$ cat config.mk
export PLATFORM = sky130hd
export DESIGN_NAME = pwm_dual
export DESIGN_NICKNAME = d
export VERILOG_FILES = /design/src/rtl/pwm_dual_pkg.sv /design/src/rtl/pwm_dual_regs.sv /design/src/rtl/pwm_dual_chan.sv /design/src/rtl/pwm_dual.sv
export SDC_FILE = /design/constraint.sdc
export NUM_CORES = 1
export LEC_CHECK = 0
export BUFFER_PORTS_ARGS = -buffer_cell sky130_fd_sc_hd__buf_2
export CORE_ASPECT_RATIO = 1.75
export CORE_MARGIN = 10
export CORE_UTILIZATION = 50
export DETAILED_ROUTE_END_ITERATION = 8
export HOLD_SLACK_MARGIN = 0.1
export PLACE_DENSITY_LB_ADDON = 0.05
export SYNTH_ARGS = -nofsm -noshare
export SYNTH_HDL_FRONTEND = slang
export SYNTH_SLANG_ARGS = --single-unit
export TNS_END_PERCENT = 10
$ cat constraint.sdc
create_clock -name clk_i -period 7.5 [get_ports clk_i]
set_clock_uncertainty 0.15 [all_clocks]
set_input_delay 0 -clock clk_i [delete_from_list [all_inputs] [get_ports clk_i]]
set_output_delay 0 -clock clk_i [all_outputs]
set_load 0.05 [all_outputs]
$ cat src/rtl/pwm_dual_pkg.sv
package pwm_dual_pkg;
  localparam int NCH      = 2;
  localparam int CH_BITS  = 8;
  localparam int OFS_CTL  = 'h00;
  localparam int OFS_STA  = 'h04;
  localparam int OFS_DMA  = 'h08;
  localparam int OFS_QUE  = 'h18;
  localparam int OFS_RNG0 = 'h10;
  localparam int OFS_DAT0 = 'h14;
  localparam int CH_STEP  = 'h10;

  typedef struct packed {
    logic ms;
    logic que;
    logic pol;
    logic sil;
    logic rpt;
    logic ser;
    logic en;
  } ch_cfg_t;

  function automatic ch_cfg_t cfg_unpack(input logic [CH_BITS-1:0] b);
    ch_cfg_t c;
    c.en  = b[0];
    c.ser = b[1];
    c.rpt = b[2];
    c.sil = b[3];
    c.pol = b[4];
    c.que = b[5];
    c.ms  = b[7];
    return c;
  endfunction

  function automatic logic [CH_BITS-1:0] cfg_pack(input ch_cfg_t c);
    return {c.ms, 1'b0, c.que, c.pol, c.sil, c.rpt, c.ser, c.en};
  endfunction
endpackage

$ cat src/rtl/pwm_dual_regs.sv
module pwm_dual_regs
  import pwm_dual_pkg::*;
#(
  parameter int ADDR_W = 8,
  parameter int RNG_W  = 32
) (
  input  logic                          clk_i,
  input  logic                          rst_ni,
  input  logic [ADDR_W-1:0]             addr_i,
  input  logic                          we_i,
  input  logic [31:0]                   wdata_i,
  output logic [31:0]                   rdata_o,
  output logic [NCH-1:0]                en_o,
  output logic [NCH-1:0]                ms_o,
  output logic [NCH-1:0]                pol_o,
  output logic [NCH-1:0]                sil_o,
  output logic [NCH-1:0][RNG_W-1:0]     rng_o,
  output logic [NCH-1:0][RNG_W-1:0]     dat_o
);
  ch_cfg_t [NCH-1:0]             cfg_q;
  logic    [NCH-1:0][RNG_W-1:0]  rng_q, dat_q;
  logic    [NCH-1:0]             rng_hit, dat_hit;
  logic                          ctl_hit, dead_hit;

  assign ctl_hit  = addr_i == ADDR_W'(OFS_CTL);
  assign dead_hit = (addr_i == ADDR_W'(OFS_STA)) || (addr_i == ADDR_W'(OFS_DMA)) ||
                    (addr_i == ADDR_W'(OFS_QUE));

  for (genvar ch = 0; ch < NCH; ch++) begin : g_ch
    assign rng_hit[ch] = addr_i == ADDR_W'(OFS_RNG0 + ch * CH_STEP);
    assign dat_hit[ch] = addr_i == ADDR_W'(OFS_DAT0 + ch * CH_STEP);

    always_ff @(posedge clk_i or negedge rst_ni) begin
      if (!rst_ni) begin
        cfg_q[ch] <= '0;
        rng_q[ch] <= '0;
        dat_q[ch] <= '0;
      end else if (we_i) begin
        if (ctl_hit)     cfg_q[ch] <= cfg_unpack(wdata_i[ch*CH_BITS +: CH_BITS]);
        if (rng_hit[ch]) rng_q[ch] <= wdata_i[RNG_W-1:0];
        if (dat_hit[ch]) dat_q[ch] <= wdata_i[RNG_W-1:0];
      end
    end

    assign en_o[ch]  = cfg_q[ch].en;
    assign ms_o[ch]  = cfg_q[ch].ms;
    assign pol_o[ch] = cfg_q[ch].pol;
    assign sil_o[ch] = cfg_q[ch].sil;
    assign rng_o[ch] = rng_q[ch];
    assign dat_o[ch] = dat_q[ch];
  end

  always_comb begin
    rdata_o = '0;
    if (ctl_hit) begin
      for (int ch = 0; ch < NCH; ch++) rdata_o[ch*CH_BITS +: CH_BITS] = cfg_pack(cfg_q[ch]);
    end
    for (int ch = 0; ch < NCH; ch++) begin
      if (rng_hit[ch]) rdata_o = 32'(rng_q[ch]);
      if (dat_hit[ch]) rdata_o = 32'(dat_q[ch]);
    end
  end

  // clear positions never read back as 1
  a_r2_spare_bits_low: assert property (@(posedge clk_i) disable iff (!rst_ni)
    ctl_hit |-> (!rdata_o[6] && !rdata_o[14]));

  a_r4_dead_read_zero: assert property (@(posedge clk_i) disable iff (!rst_ni)
    dead_hit |-> rdata_o == '0);

  a_r4_dead_write_ignored: assert property (@(posedge clk_i) disable iff (!rst_ni)
    (we_i && dead_hit) |=> ($stable(cfg_q) && $stable(rng_q) && $stable(dat_q)));
endmodule

$ cat src/rtl/pwm_dual_chan.sv
module pwm_dual_chan #(
  parameter int RNG_W = 32
) (
  input  logic             clk_i,
  input  logic             rst_ni,
  input  logic             tick_i,
  input  logic             en_i,
  input  logic             ms_i,
  input  logic             pol_i,
  input  logic             sil_i,
  input  logic [RNG_W-1:0] rng_i,
  input  logic [RNG_W-1:0] dat_i,
  output logic             out_o
);
  logic [RNG_W-1:0] cnt_q, acc_q, rng_l, dat_l;
  logic [RNG_W:0]   sum;
  logic             out_q, full, ms_bit, dt_bit, wrap, cfg_chg;

  assign full    = dat_l >= rng_l;
  assign ms_bit  = full || (cnt_q < dat_l);
  assign wrap    = ({1'b0, cnt_q} + 1'b1) >= {1'b0, rng_l};
  assign sum     = {1'b0, acc_q} + {1'b0, dat_l};
  assign dt_bit  = full || (sum >= {1'b0, rng_l});
  assign cfg_chg = (rng_i != rng_l) || (dat_i != dat_l);

  always_ff @(posedge clk_i or negedge rst_ni) begin
    if (!rst_ni) begin
      cnt_q <= '0;
      acc_q <= '0;
      rng_l <= '0;
      dat_l <= '0;
      out_q <= 1'b0;
    end else if (!en_i) begin
      // stopped: hold restart state and track live settings
      cnt_q <= '0;
      acc_q <= '0;
      rng_l <= rng_i;
      dat_l <= dat_i;
      out_q <= sil_i;
    end else if (tick_i) begin
      if (ms_i) begin
        out_q <= ms_bit ^ pol_i;
        acc_q <= '0;
        if (wrap) begin
          cnt_q <= '0;
          rng_l <= rng_i;
          dat_l <= dat_i;
        end else begin
          cnt_q <= cnt_q + 1'b1;
        end
      end else begin
        out_q <= dt_bit ^ pol_i;
        cnt_q <= '0;
        if (cfg_chg) begin
          rng_l <= rng_i;
          dat_l <= dat_i;
          acc_q <= '0;
        end else if (!full) begin
          acc_q <= dt_bit ? RNG_W'(sum - {1'b0, rng_l}) : sum[RNG_W-1:0];
        end
      end
    end
  end

  assign out_o = out_q;

  a_r5_idle_level: assert property (@(posedge clk_i) disable iff (!rst_ni)
    !en_i |=> out_o == $past(sil_i));

  a_r13_hold_between_ticks: assert property (@(posedge clk_i) disable iff (!rst_ni)
    (en_i && !tick_i) |=> $stable(out_o));

  a_r6_count_in_range: assert property (@(posedge clk_i) disable iff (!rst_ni)
    (en_i && ms_i && rng_l != '0) |-> cnt_q < rng_l);

  a_r8_acc_bounded: assert property (@(posedge clk_i) disable iff (!rst_ni)
    (acc_q == '0) || (acc_q < rng_l));

  a_r11_restart_clean: assert property (@(posedge clk_i) disable iff (!rst_ni)
    $rose(en_i) |-> (cnt_q == '0 && acc_q == '0));
endmodule

$ cat src/rtl/pwm_dual.sv
module pwm_dual
  import pwm_dual_pkg::*;
#(
  parameter int ADDR_W = 8,
  parameter int RNG_W  = 32
) (
  input  logic              clk_i,
  input  logic              rst_ni,
  input  logic [ADDR_W-1:0] addr_i,
  input  logic              we_i,
  input  logic [31:0]       wdata_i,
  output logic [31:0]       rdata_o,
  input  logic              tick_i,
  output logic [NCH-1:0]    pwm_o
);
  logic [NCH-1:0]             en, ms, pol, sil;
  logic [NCH-1:0][RNG_W-1:0]  rng, dat;

  pwm_dual_regs #(.ADDR_W(ADDR_W), .RNG_W(RNG_W)) u_regs (
    .clk_i   (clk_i),
    .rst_ni  (rst_ni),
    .addr_i  (addr_i),
    .we_i    (we_i),
    .wdata_i (wdata_i),
    .rdata_o (rdata_o),
    .en_o    (en),
    .ms_o    (ms),
    .pol_o   (pol),
    .sil_o   (sil),
    .rng_o   (rng),
    .dat_o   (dat)
  );

  for (genvar ch = 0; ch < NCH; ch++) begin : g_chan
    pwm_dual_chan #(.RNG_W(RNG_W)) u_chan (
      .clk_i  (clk_i),
      .rst_ni (rst_ni),
      .tick_i (tick_i),
      .en_i   (en[ch]),
      .ms_i   (ms[ch]),
      .pol_i  (pol[ch]),
      .sil_i  (sil[ch]),
      .rng_i  (rng[ch]),
      .dat_i  (dat[ch]),
      .out_o  (pwm_o[ch])
    );
  end
endmodule

==> impl_metrics.yaml, run 1 <==
cts:
  cts_max_level: 2
  cts_tree: "yes"
  cts_resized: 0
  tritoncts.num_buffers: 42
  clockRootBuffer: "clkbuf_16"
  clock_path_buffers: 3
  clock_latency_ps: 580
  clock_sinks: 400
  cts.clk_slew.worst_paths_ps: 70
sta:
  setup-tns-final_ps: 0
  post-route-period-util: 0.851
  period_needed_ps: 6380
  worstMarginPinSlew_ps: 1410
  slew_headroom: 0.0477
  report.final.slew_viol_count: 0
  max_freq_mhz: 157
  setup_violations: 0
  hold_violations: 0
  rsz0062_at_grt: "false"
synthesis:
  synth_top_cells_by_count: "dfrtp_1 (400), ha_1 (320), nand2_1 (280)"
  synth_cells: 3107
  synthesis.nets: 3475
  synth_ff_type: "dfrtp_1"
  ys_seq_area_frac: 0.337
  ys_warn_count: 0
  synth.distinct_cells: 91
  synth_async_sr_flop_share: 1.00
  synth_edf_count: 0
  synth.top_cell.area_share: 0.337
  yosysMostFrequentCell: "dfrtp_1"
  synthTopCellsByArea: "dfrtp_1 (34%), ha_1 (13%), mux2_2 (7.7%)"
  netlist.top_cell.by_area: "dfrtp_1"
  synth_seq_cells: 400
  syn_area_um2: 29700
  avgSynthCellArea_um2: 9.56
grt:
  grt_pass1_wl_um: 155000
  track_usage: 0.293
  grt_pass1_vias: 25900
  grt-ovfl-total: 0
  grt_max_degree: 135
  antenna_found_initial: 1
hold_path:
  hold_class: "input port to flip-flop"
placement:
  place.gp.congestion: 0.998
  dp_hpwl_um: 81500
  port_buffers: 77
setup_path:
  cp_top_family: "compound AO/OA/AOI/OAI gates"
  crit_buf_inv: 0
  cp_data_required_time_ps: 7870
  crit_slowest_cell: "and2_1"
  crit_path_start_kind: "flip-flop"
  worst_path_largest_cell_delay_ps: 700
  crit_path_cell_trace: "ha_1 -> a211oi_1 -> o21ai_0 -> a21oi_1 -> nor3_1 -> o22a_1 -> a31o_2 -> a21o_1 -> a21oi_1 -> xnor2_1 -> ha_1 -> nor2b_1 -> o21a_1 -> o21ai_0 -> nand2_1 -> a41oi_1 -> o2bb2ai_4 -> and2_1 -> nor2b_1 -> a221o_1"
  crit_fanout: 13
  endpoint_kind: "flip-flop"
  critical_path_arrival_ps: 6750
  critPathKind: "flip-flop to flip-flop"
routing:
  wire_per_inst_um: 25.5
  viasPerCell: 6.13
  firstDrtPassIters: 6
  totalWireLength_um: 103000
  drt_iter0_drc: 1643
  drc: 0
  drtAntennaViolNets: 0
  via_count: 24700
pwr:
  power_mw: 6.46
  p_int_mw: 4.25
  ir_drop_uv: 179
  leakage_nw: 16.6
  power_frac_clock: 0.350
  seqPwrFrac: 0.362
  sw_frac_of_total: 0.342
  switchingPower_mw: 2.20
  powerDensity_nw_per_um2: 196
  p_comb_frac: 0.288
die:
  rows: 118
  ioPinCount: 78
  die_h_um: 342
  start_util: 0.503
  die_w_um: 204
  core-area_um2: 59100
  dieArea_um2: 70000
final_layout:
  ff_latch_area_um2: 10000
  post-route-util: 0.557
  fillers: 5417
  nNetsFinal: 3580
  multi_input_area_um2: 18600
  areaGrowthSynthToFinish_pct: 10.7
  drive_above_1_share: 0.131
outcome:
  status: "finished, final reports clean"
flow_run:
  drv_cap: 0
cell type report:
cell class,instances,area share
Antenna cell,2,0.000152
Clock buffer,57,0.0371
Clock inverter,21,0.00715
Inverter,182,0.0208
Multi-Input combinational cell,2431,0.565
Sequential cell,400,0.304
Tap cell,780,0.0297
Timing Repair Buffer,155,0.0355
worst min-delay path: stages:
cell and delay (ps):
dlygate4sd3_1 520, buf_2 140, mux2_2 140
power by group through the flow:
stage          logic, mW  clock network (mW)  registers (mW)
4_1_cts             1.85                2.30            2.34
3_3_place_gp        1.79                   0            2.37
5_1_grt             1.99                2.37            2.35
6_report            1.86                2.26            2.34
2_1_floorplan       1.25                   0            2.33
3_5_place_dp        1.81                   0            2.38
timing repair:
| item | CTS | global route |
|---|---|---|
| endpoints found under the hold margin | 278 | 0 |
| endpoints found under the setup margin | 0 | 0 |
| hold buffers | 47 | 0 |
| setup buffers | 0 | 0 |
metrics by stage:
step	hold slack [ps]	cells	area (µm²)	setup WS [ps]
final	112	4028	32900	1120
after floorplan	-446	3107	29700	2630
after global placement	-42.3	3901	30900	1110
after CTS	103	4026	32900	1110
after global routing	131	4027	32900	680
after detailed placement	-42.0	3901	30900	1130
registers in the layout, summed over array words and instances (netlist names), 6 cells and up:
register	count
g_chan.u_chan.cnt_q	64
g_chan.u_chan.dat_l	64
u_regs.dat_o	64
u_regs.rng_o	64
g_chan.u_chan.acc_q	64
g_chan.u_chan.rng_l	64
u_regs.cfg_q	6
path summary, 6_finish.rpt:
path                                                         from                                      to  slack, ps  depth (start not counted)
setup / recovery            g_chan[1].u_chan.dat_l[1]$_DFFE_PN0P_  g_chan[1].u_chan.acc_q[15]$_DFFE_PN0P_       1120                         20
hold / removal                                        wdata_i[30]            u_regs.rng_o[62]$_DFFE_PN0P_        110                          3
setup reg to reg            g_chan[1].u_chan.dat_l[1]$_DFFE_PN0P_  g_chan[1].u_chan.acc_q[15]$_DFFE_PN0P_       1120                         20
hold reg to reg            g_chan[0].u_chan.acc_q[24]$_DFFE_PN0P_  g_chan[0].u_chan.acc_q[24]$_DFFE_PN0P_        330                          2
max in group asynchronous                                  rst_ni  g_chan[0].u_chan.rng_l[25]$_DFFE_PN0P_       5150                          5
min in group asynchronous                                  rst_ni   g_chan[1].u_chan.dat_l[8]$_DFFE_PN0P_        590                          4
cells by family (layout without fill, tap and decap cells):
family | count (synthesis) | after routing | share of synthesized area
xor+xnor | 276 | 276 | 0.0814
other cells | 0 | 2 | 0
mux | 303 | 303 | 0.113
simple gates | 758 | 758 | 0.122
compound gates | 770 | 770 | 0.171
buf+inv | 276 | 415 | 0.0391
fa+ha+maj | 324 | 324 | 0.137
flops | 400 | 400 | 0.337
layer usage:
metal	global-route usage	up-vias	routed length, µm
li1	-	11600	-
met1	0.287	12200	35500
met2	0.533	614	53400
met3	0.0273	305	2870
met4	0.267	0	10900
met5	0	-	0
cells in the final DEF, fill, tap and decap left out, drive strengths merged, types with 15 or more instances in the layout:
| master | instances |
|---|---|
| dlygate4sd3 | 46 |
| nor4 | 30 |
| a31oi | 23 |
| a22oi | 43 |
| o21a | 17 |
| inv | 183 |
| dfrtp | 400 |
| nand3 | 80 |
| mux2i | 50 |
| a211oi | 20 |
| nand4 | 59 |
| o211ai | 15 |
| nor2 | 145 |
| clkbuf | 57 |
| nor2b | 20 |
| o21bai | 22 |
| mux2 | 253 |
| xor2 | 118 |
| a21o | 109 |
| xnor2 | 158 |
| o31ai | 16 |
| ha | 320 |
| a21oi | 163 |
| nor3 | 40 |
| a222oi | 15 |
| buf | 109 |
| o21ai | 198 |
| and3 | 32 |
| nand2b | 20 |
| nand2 | 282 |
| o22ai | 17 |
(Power assumes the default switching activity.)
==> run 2: changes to the inputs <==
--- a/config.mk
+++ b/config.mk
@@ -12,6 +12,7 @@
 export DETAILED_ROUTE_END_ITERATION = 8
 export HOLD_SLACK_MARGIN = 0.1
 export PLACE_DENSITY_LB_ADDON = 0.05
+export RECOVER_POWER = 50
 export SYNTH_ARGS = -nofsm -noshare
 export SYNTH_HDL_FRONTEND = slang
 export SYNTH_SLANG_ARGS = --single-unit
==> impl_metrics.yaml, run 2 (synthesis gave the netlist of run 1 again) <==
grt:
  antenna_found_initial: 1
  track_usage: 0.293
  grt-ovfl-total: 0
  grt_max_degree: 135
  grt_pass1_wl_um: 155000
  grt_pass1_vias: 25900
routing:
  drt_iter0_drc: 1649
  firstDrtPassIters: 6
  totalWireLength_um: 103000
  wire_per_inst_um: 25.5
  via_count: 24800
  viasPerCell: 6.16
  drc: 0
  drtAntennaViolNets: 0
cts:
  clock_latency_ps: 580
  tritoncts.num_buffers: 42
  cts_max_level: 2
  clock_sinks: 400
  cts_resized: 0
  post-cts-setup-buffers: 0
  clock_path_buffers: 3
  cts.clk_slew.worst_paths_ps: 70
  cts_tree: "yes"
  clockRootBuffer: "clkbuf_16"
  postCtsHoldBufs: 47
die:
  dieArea_um2: 70000
  die_w_um: 204
  die_h_um: 342
  start_util: 0.503
  rows: 118
  ioPinCount: 78
  core-area_um2: 59100
hold_path:
  hold_class: "input port to flip-flop"
  hp-start: "wdata_i[30]"
placement:
  dp_hpwl_um: 81500
  place_area_um2: 30900
  port_buffers: 77
  place.gp.congestion: 0.998
outcome:
  violations: "capacitance limit, slew limit"
  status: "complete, but fails checks"
sta:
  setup_violations: 0
  max_freq_mhz: 157
  period_needed_ps: 6380
  post-route-period-util: 0.850
  worstMarginPinSlew_ps: 5440
  hold_violations: 0
  slew_headroom: -2.63
  rsz0062_at_grt: "false"
  setup-tns-final_ps: 0
  report.final.slew_viol_count: 553
setup_path:
  crit-reg2reg-launch: "g_chan[1].u_chan.dat_l[1]$_DFFE_PN0P_"
  crit_start: "g_chan[1].u_chan.dat_l[1]$_DFFE_PN0P_"
  crit_fanout: 13
  critPathKind: "flip-flop to flip-flop"
  endpoint_kind: "flip-flop"
  critical_path_arrival_ps: 6750
  crit_path_start_kind: "flip-flop"
  cp_data_required_time_ps: 7870
pwr:
  power_frac_clock: 0.350
  powerDensity_nw_per_um2: 197
  sw_frac_of_total: 0.342
  ir_drop_uv: 179
  seqPwrFrac: 0.362
  leakage_nw: 16.5
  p_int_mw: 4.25
  switchingPower_mw: 2.20
  p_comb_frac: 0.287
final_layout:
  final_common_cell: "dfrtp_1"
  drive_above_1_share: 0.127
  nNetsFinal: 3580
  multi_input_area_um2: 18600
  areaGrowthSynthToFinish_pct: 10.4
  ff_latch_area_um2: 10000
  stdcell_area_um2: 32800
  fillers: 5439
  mostFrequentLayoutCells: "dfrtp_1 (400), ha_1 (320), nand2_1 (280), mux2_2 (202), o21ai_0 (190)"
flow_run:
  drv_cap: 10
-- run 2: cell count changes in the layout (fill, tap and decap cells not counted), sizes merged --
cell	before	now
buf	109	95
clkbuf	57	71
diode	2	4
-- run 2: critical path, cell delays in order, from the launching register on --
cell and delay [ps]:
dfrtp_1 440, ha_1 340, a211oi_1 330, o21ai_0 220, a21oi_1 500, nor3_1 130, o22a_1 330, a31o_2 320
a21o_1 180, a21oi_1 170, xnor2_1 170, ha_1 330, nor2b_1 160, o21a_1 170, o21ai_0 210, nand2_1 170
a41oi_1 310, o2bb2ai_4 260, and2_1 700, nor2b_1 490, a221o_1 240
-- run 2: cell type report --
class	count	share of cell area
flip-flops and latches	400	0.305
multi-input cells	2431	0.567
diodes	4	0.000305
well taps	780	0.0297
repair buffers	155	0.0330
clock buffers	57	0.0372
inverters	182	0.0208
clock inverters	21	0.00717
-- run 2: power groups by stage --
stage / combinational, mW / sequential [mW] / clock (mW)
floorplan: 1.25 / 2.33 / 0
global placement: 1.79 / 2.37 / 0
detailed placement: 1.81 / 2.38 / 0
CTS: 1.85 / 2.34 / 2.30
global route: 1.99 / 2.35 / 2.37
finish: 1.85 / 2.34 / 2.26
-- run 2: final timing paths --
path / end / slack, ps / cells after the start
setup / recovery: g_chan[1].u_chan.acc_q[15]$_DFFE_PN0P_ / 1120 / 20
hold / removal: u_regs.rng_o[62]$_DFFE_PN0P_ / 110 / 3
setup reg to reg: g_chan[1].u_chan.acc_q[15]$_DFFE_PN0P_ / 1120 / 20
hold reg to reg: g_chan[0].u_chan.acc_q[24]$_DFFE_PN0P_ / 330 / 2
max in group asynchronous: g_chan[1].u_chan.cnt_q[24]$_DFFE_PN0P_ / 1330 / 4
min in group asynchronous: g_chan[1].u_chan.cnt_q[5]$_DFFE_PN0P_ / 1900 / 4
-- run 2: metal layers --
metal  up-vias  GRT usage  routed length, µm
met4         0      0.267              10700
li1      11600          -                  -
met2       664      0.533              53600
met1     12300      0.287              35500
met3       319     0.0273               2880
met5         -          0                  0
-- run 2: through the flow --
stage | utilization | instances | total power [mW] | setup slack (ps) | hold slack [ps]
after floorplan | - | 3107 | 3.58 | 2630 | -446
after global placement | 0.524 | 3901 | 4.16 | 1110 | -42.3
after detailed placement | 0.524 | 3901 | 4.19 | 1130 | -42.0
after CTS | 0.557 | 4026 | 6.48 | 1110 | 103
after global routing | 0.555 | 4027 | 6.70 | 442 | 131
final | 0.556 | 4030 | 6.45 | 1120 | 110
==> run 3: changes to the inputs <==
--- a/config.mk
+++ b/config.mk
@@ -5,6 +5,7 @@
 export SDC_FILE = /design/constraint.sdc
 export NUM_CORES = 1
 export LEC_CHECK = 0
+export ABC_CLOCK_PERIOD_IN_PS = 7500
 export BUFFER_PORTS_ARGS = -buffer_cell sky130_fd_sc_hd__buf_2
 export CORE_ASPECT_RATIO = 1.75
 export CORE_MARGIN = 10
==> constraint.sdc (replaced) <==
create_clock -name clk_i -period 7.5 [get_ports clk_i]
set_clock_uncertainty 0.15 [all_clocks]
set_input_delay 0.75 -clock clk_i [delete_from_list [all_inputs] [get_ports clk_i]]
set_output_delay 0.75 -clock clk_i [all_outputs]
set_load 0.05 [all_outputs]
==> impl_metrics.yaml, run 3 (synthesis gave the netlist of run 1 again) <==
outcome:
  status: "complete, but fails checks"
  violations: "capacitance limit, slew limit"
cts:
  cts_tree: "yes"
  cts_max_level: 2
  clock_latency_ps: 590
  clockRootBuffer: "clkbuf_16"
  post-cts-setup-buffers: 0
  clock_sinks: 400
  cts.clk_slew.worst_paths_ps: 70
  tritoncts.num_buffers: 42
  clock_path_buffers: 3
final_layout:
  post-route-util: 0.549
  drive_above_1_share: 0.131
  final_common_cell: "dfrtp_1"
  fillers: 5500
  layoutNonFillerInstCount: 3984
  areaGrowthSynthToFinish_pct: 9.13
  mostFrequentLayoutCells: "dfrtp_1 (400), ha_1 (320), nand2_1 (280), mux2_2 (202), o21ai_0 (190)"
  nNetsFinal: 3537
setup_path:
  worst_path_largest_cell_delay_ps: 490
  crit_path_start_kind: "flip-flop"
  r2r_setup_slack_ps: 1390
  cp_data_required_time_ps: 7850
  crit_slowest_cell: "a21oi_1"
  endpoint_kind: "flip-flop"
  crit_fanout: 33
  crit-reg2reg-launch: "g_chan[1].u_chan.dat_l[1]$_DFFE_PN0P_"
  r2r-end: "g_chan[1].u_chan.acc_q[15]$_DFFE_PN0P_"
  critical_path_arrival_ps: 6460
  r2r_cells: 21
  critPathKind: "flip-flop to flip-flop"
  crit_path_cell_trace: "ha_1 -> a211oi_1 -> o21ai_0 -> a21oi_1 -> nor3_1 -> o22a_1 -> a31o_2 -> a21o_1 -> a21oi_1 -> xnor2_1 -> ha_1 -> nor2b_1 -> o21a_1 -> o21ai_0 -> nand2_1 -> a41oi_1 -> o2bb2ai_4 -> and2_1 -> buf_12 -> nor2b_1 -> a221o_1"
hold_path:
  hold_depth: 2
  hold_class: "input port to flip-flop"
  hp-start: "wdata_i[26]"
  min_to: "u_regs.dat_o[26]$_DFFE_PN0P_"
grt:
  track_usage: 0.289
  grt_pass1_vias: 25600
  grt_max_degree: 167
  grt_pass1_wl_um: 153000
  grt-ovfl-total: 0
  antenna_found_initial: 6
placement:
  place_inst: 3904
  port_buffers: 77
  dp_hpwl_um: 82900
  place.gp.congestion: 0.939
sta:
  hold_violations: 0
  setup-tns-final_ps: 0
  period_needed_ps: 6110
  slew_headroom: -2.30
  worstMarginPinSlew_ps: 4940
  max_freq_mhz: 164
  post-route-period-util: 0.815
  report.final.slew_viol_count: 217
  setup_violations: 0
  rsz0062_at_grt: "false"
die:
  die_h_um: 342
  dieArea_um2: 70000
  core-area_um2: 59100
  ioPinCount: 78
  rows: 118
  start_util: 0.503
  die_w_um: 204
routing:
  drt_iter0_drc: 1708
  firstDrtPassIters: 8
  via_count: 24400
  totalWireLength_um: 103000
  wire_per_inst_um: 25.7
  viasPerCell: 6.13
  drtAntennaViolNets: 0
  drc: 0
pwr:
  powerDensity_nw_per_um2: 199
  ir_drop_uv: 237
  leakage_nw: 16.4
flow_run:
  drv_cap: 5
## run 3: changes by cell type in the layout (fill, tap and decap cells not counted)
cell and change:
dlygate4sd3_1 -45, buf_4 +5, clkbuf_1 -5, clkinv_4 -4
bufinv_16 +3, buf_12 +2, clkbuf_16 -2, buf_2 +1
clkbuf_2 -1, nor2b_1 -1, nor2b_2 +1
## run 3: worst max-delay path: cells and delay by family (launching register included)
family                     cells  cell delay (ps)
and+or+nand+nor                5             1190
buffers and inverters          1              230
adders and majority gates      2              650
xor gates and xnor gates       1              160
DFF                            1              440
AOI/OAI and AO/OA             12             3160
## run 3: stage by stage
stage | cell area [µm²] | hold WS [ps] | power [mW] | worst slack [ps]
after floorplan | 29700 | 303 | 3.58 | 2630
after global placement | 31000 | 316 | 4.16 | 1390
after detailed placement | 31000 | 328 | 4.19 | 1410
after CTS | 32400 | 278 | 6.49 | 1380
after global routing | 32400 | 302 | 6.72 | 1040
final | 32400 | 301 | 6.47 | 1390
## run 3: power breakdown
| group | total [mW] | internal [mW] | leakage, nW | switching [mW] |
|---|---|---|---|---|
| combinational | 1.83 | 0.708 | 10.1 | 1.12 |
| clock | 2.30 | 1.34 | 0.713 | 0.956 |
| sequential | 2.34 | 2.23 | 5.54 | 0.110 |
## run 3: worst max-delay path by stage
stage | startpoint | to | slack, ps | cells past startpoint
2_1_floorplan | g_chan[1].u_chan.dat_l[0]$_DFFE_PN0P_ | g_chan[1].u_chan.acc_q[30]$_DFFE_PN0P_ | 2630 | 24
3_3_place_gp | g_chan[1].u_chan.dat_l[1]$_DFFE_PN0P_ | g_chan[1].u_chan.acc_q[29]$_DFFE_PN0P_ | 1390 | 21
3_5_place_dp | g_chan[1].u_chan.dat_l[1]$_DFFE_PN0P_ | g_chan[1].u_chan.acc_q[9]$_DFFE_PN0P_ | 1410 | 21
4_1_cts | g_chan[1].u_chan.dat_l[1]$_DFFE_PN0P_ | g_chan[1].u_chan.acc_q[30]$_DFFE_PN0P_ | 1380 | 21
5_1_grt | g_chan[0].u_chan.dat_l[9]$_DFFE_PN0P_ | g_chan[0].u_chan.acc_q[0]$_DFFE_PN0P_ | 1040 | 20
6_report | g_chan[1].u_chan.dat_l[1]$_DFFE_PN0P_ | g_chan[1].u_chan.acc_q[15]$_DFFE_PN0P_ | 1390 | 21
## run 3: cell type report
| class | count | area (µm²) | area share |
|---|---|---|---|
| clock buffer | 55 | 1170 | 0.0361 |
| clock inverter | 20 | 290 | 0.00895 |
| sequential | 400 | 10000 | 0.309 |
| antenna | 4 | 10.0 | 0.000309 |
| multi-input combinational | 2431 | 18600 | 0.573 |
| tap | 780 | 976 | 0.0301 |
| timing repair buffer | 112 | 692 | 0.0213 |
| inverter | 182 | 683 | 0.0211 |
## run 3: per-layer routing
metal,up-vias,GRT usage,share of wire
li1,11500,-,-
met1,12100,0.271,0.34
met2,580,0.542,0.53
met3,274,0.0298,0.030
met4,4,0.256,0.10
met5,-,0,0.00021
## run 3: what timing repair did
action | 4_1_cts | 5_1_grt
endpoints found under the setup margin | 0 | 0
hold buffers | 1 | 0
gates resized for setup | 0 | 0
endpoints found under the hold margin | 79 | 0
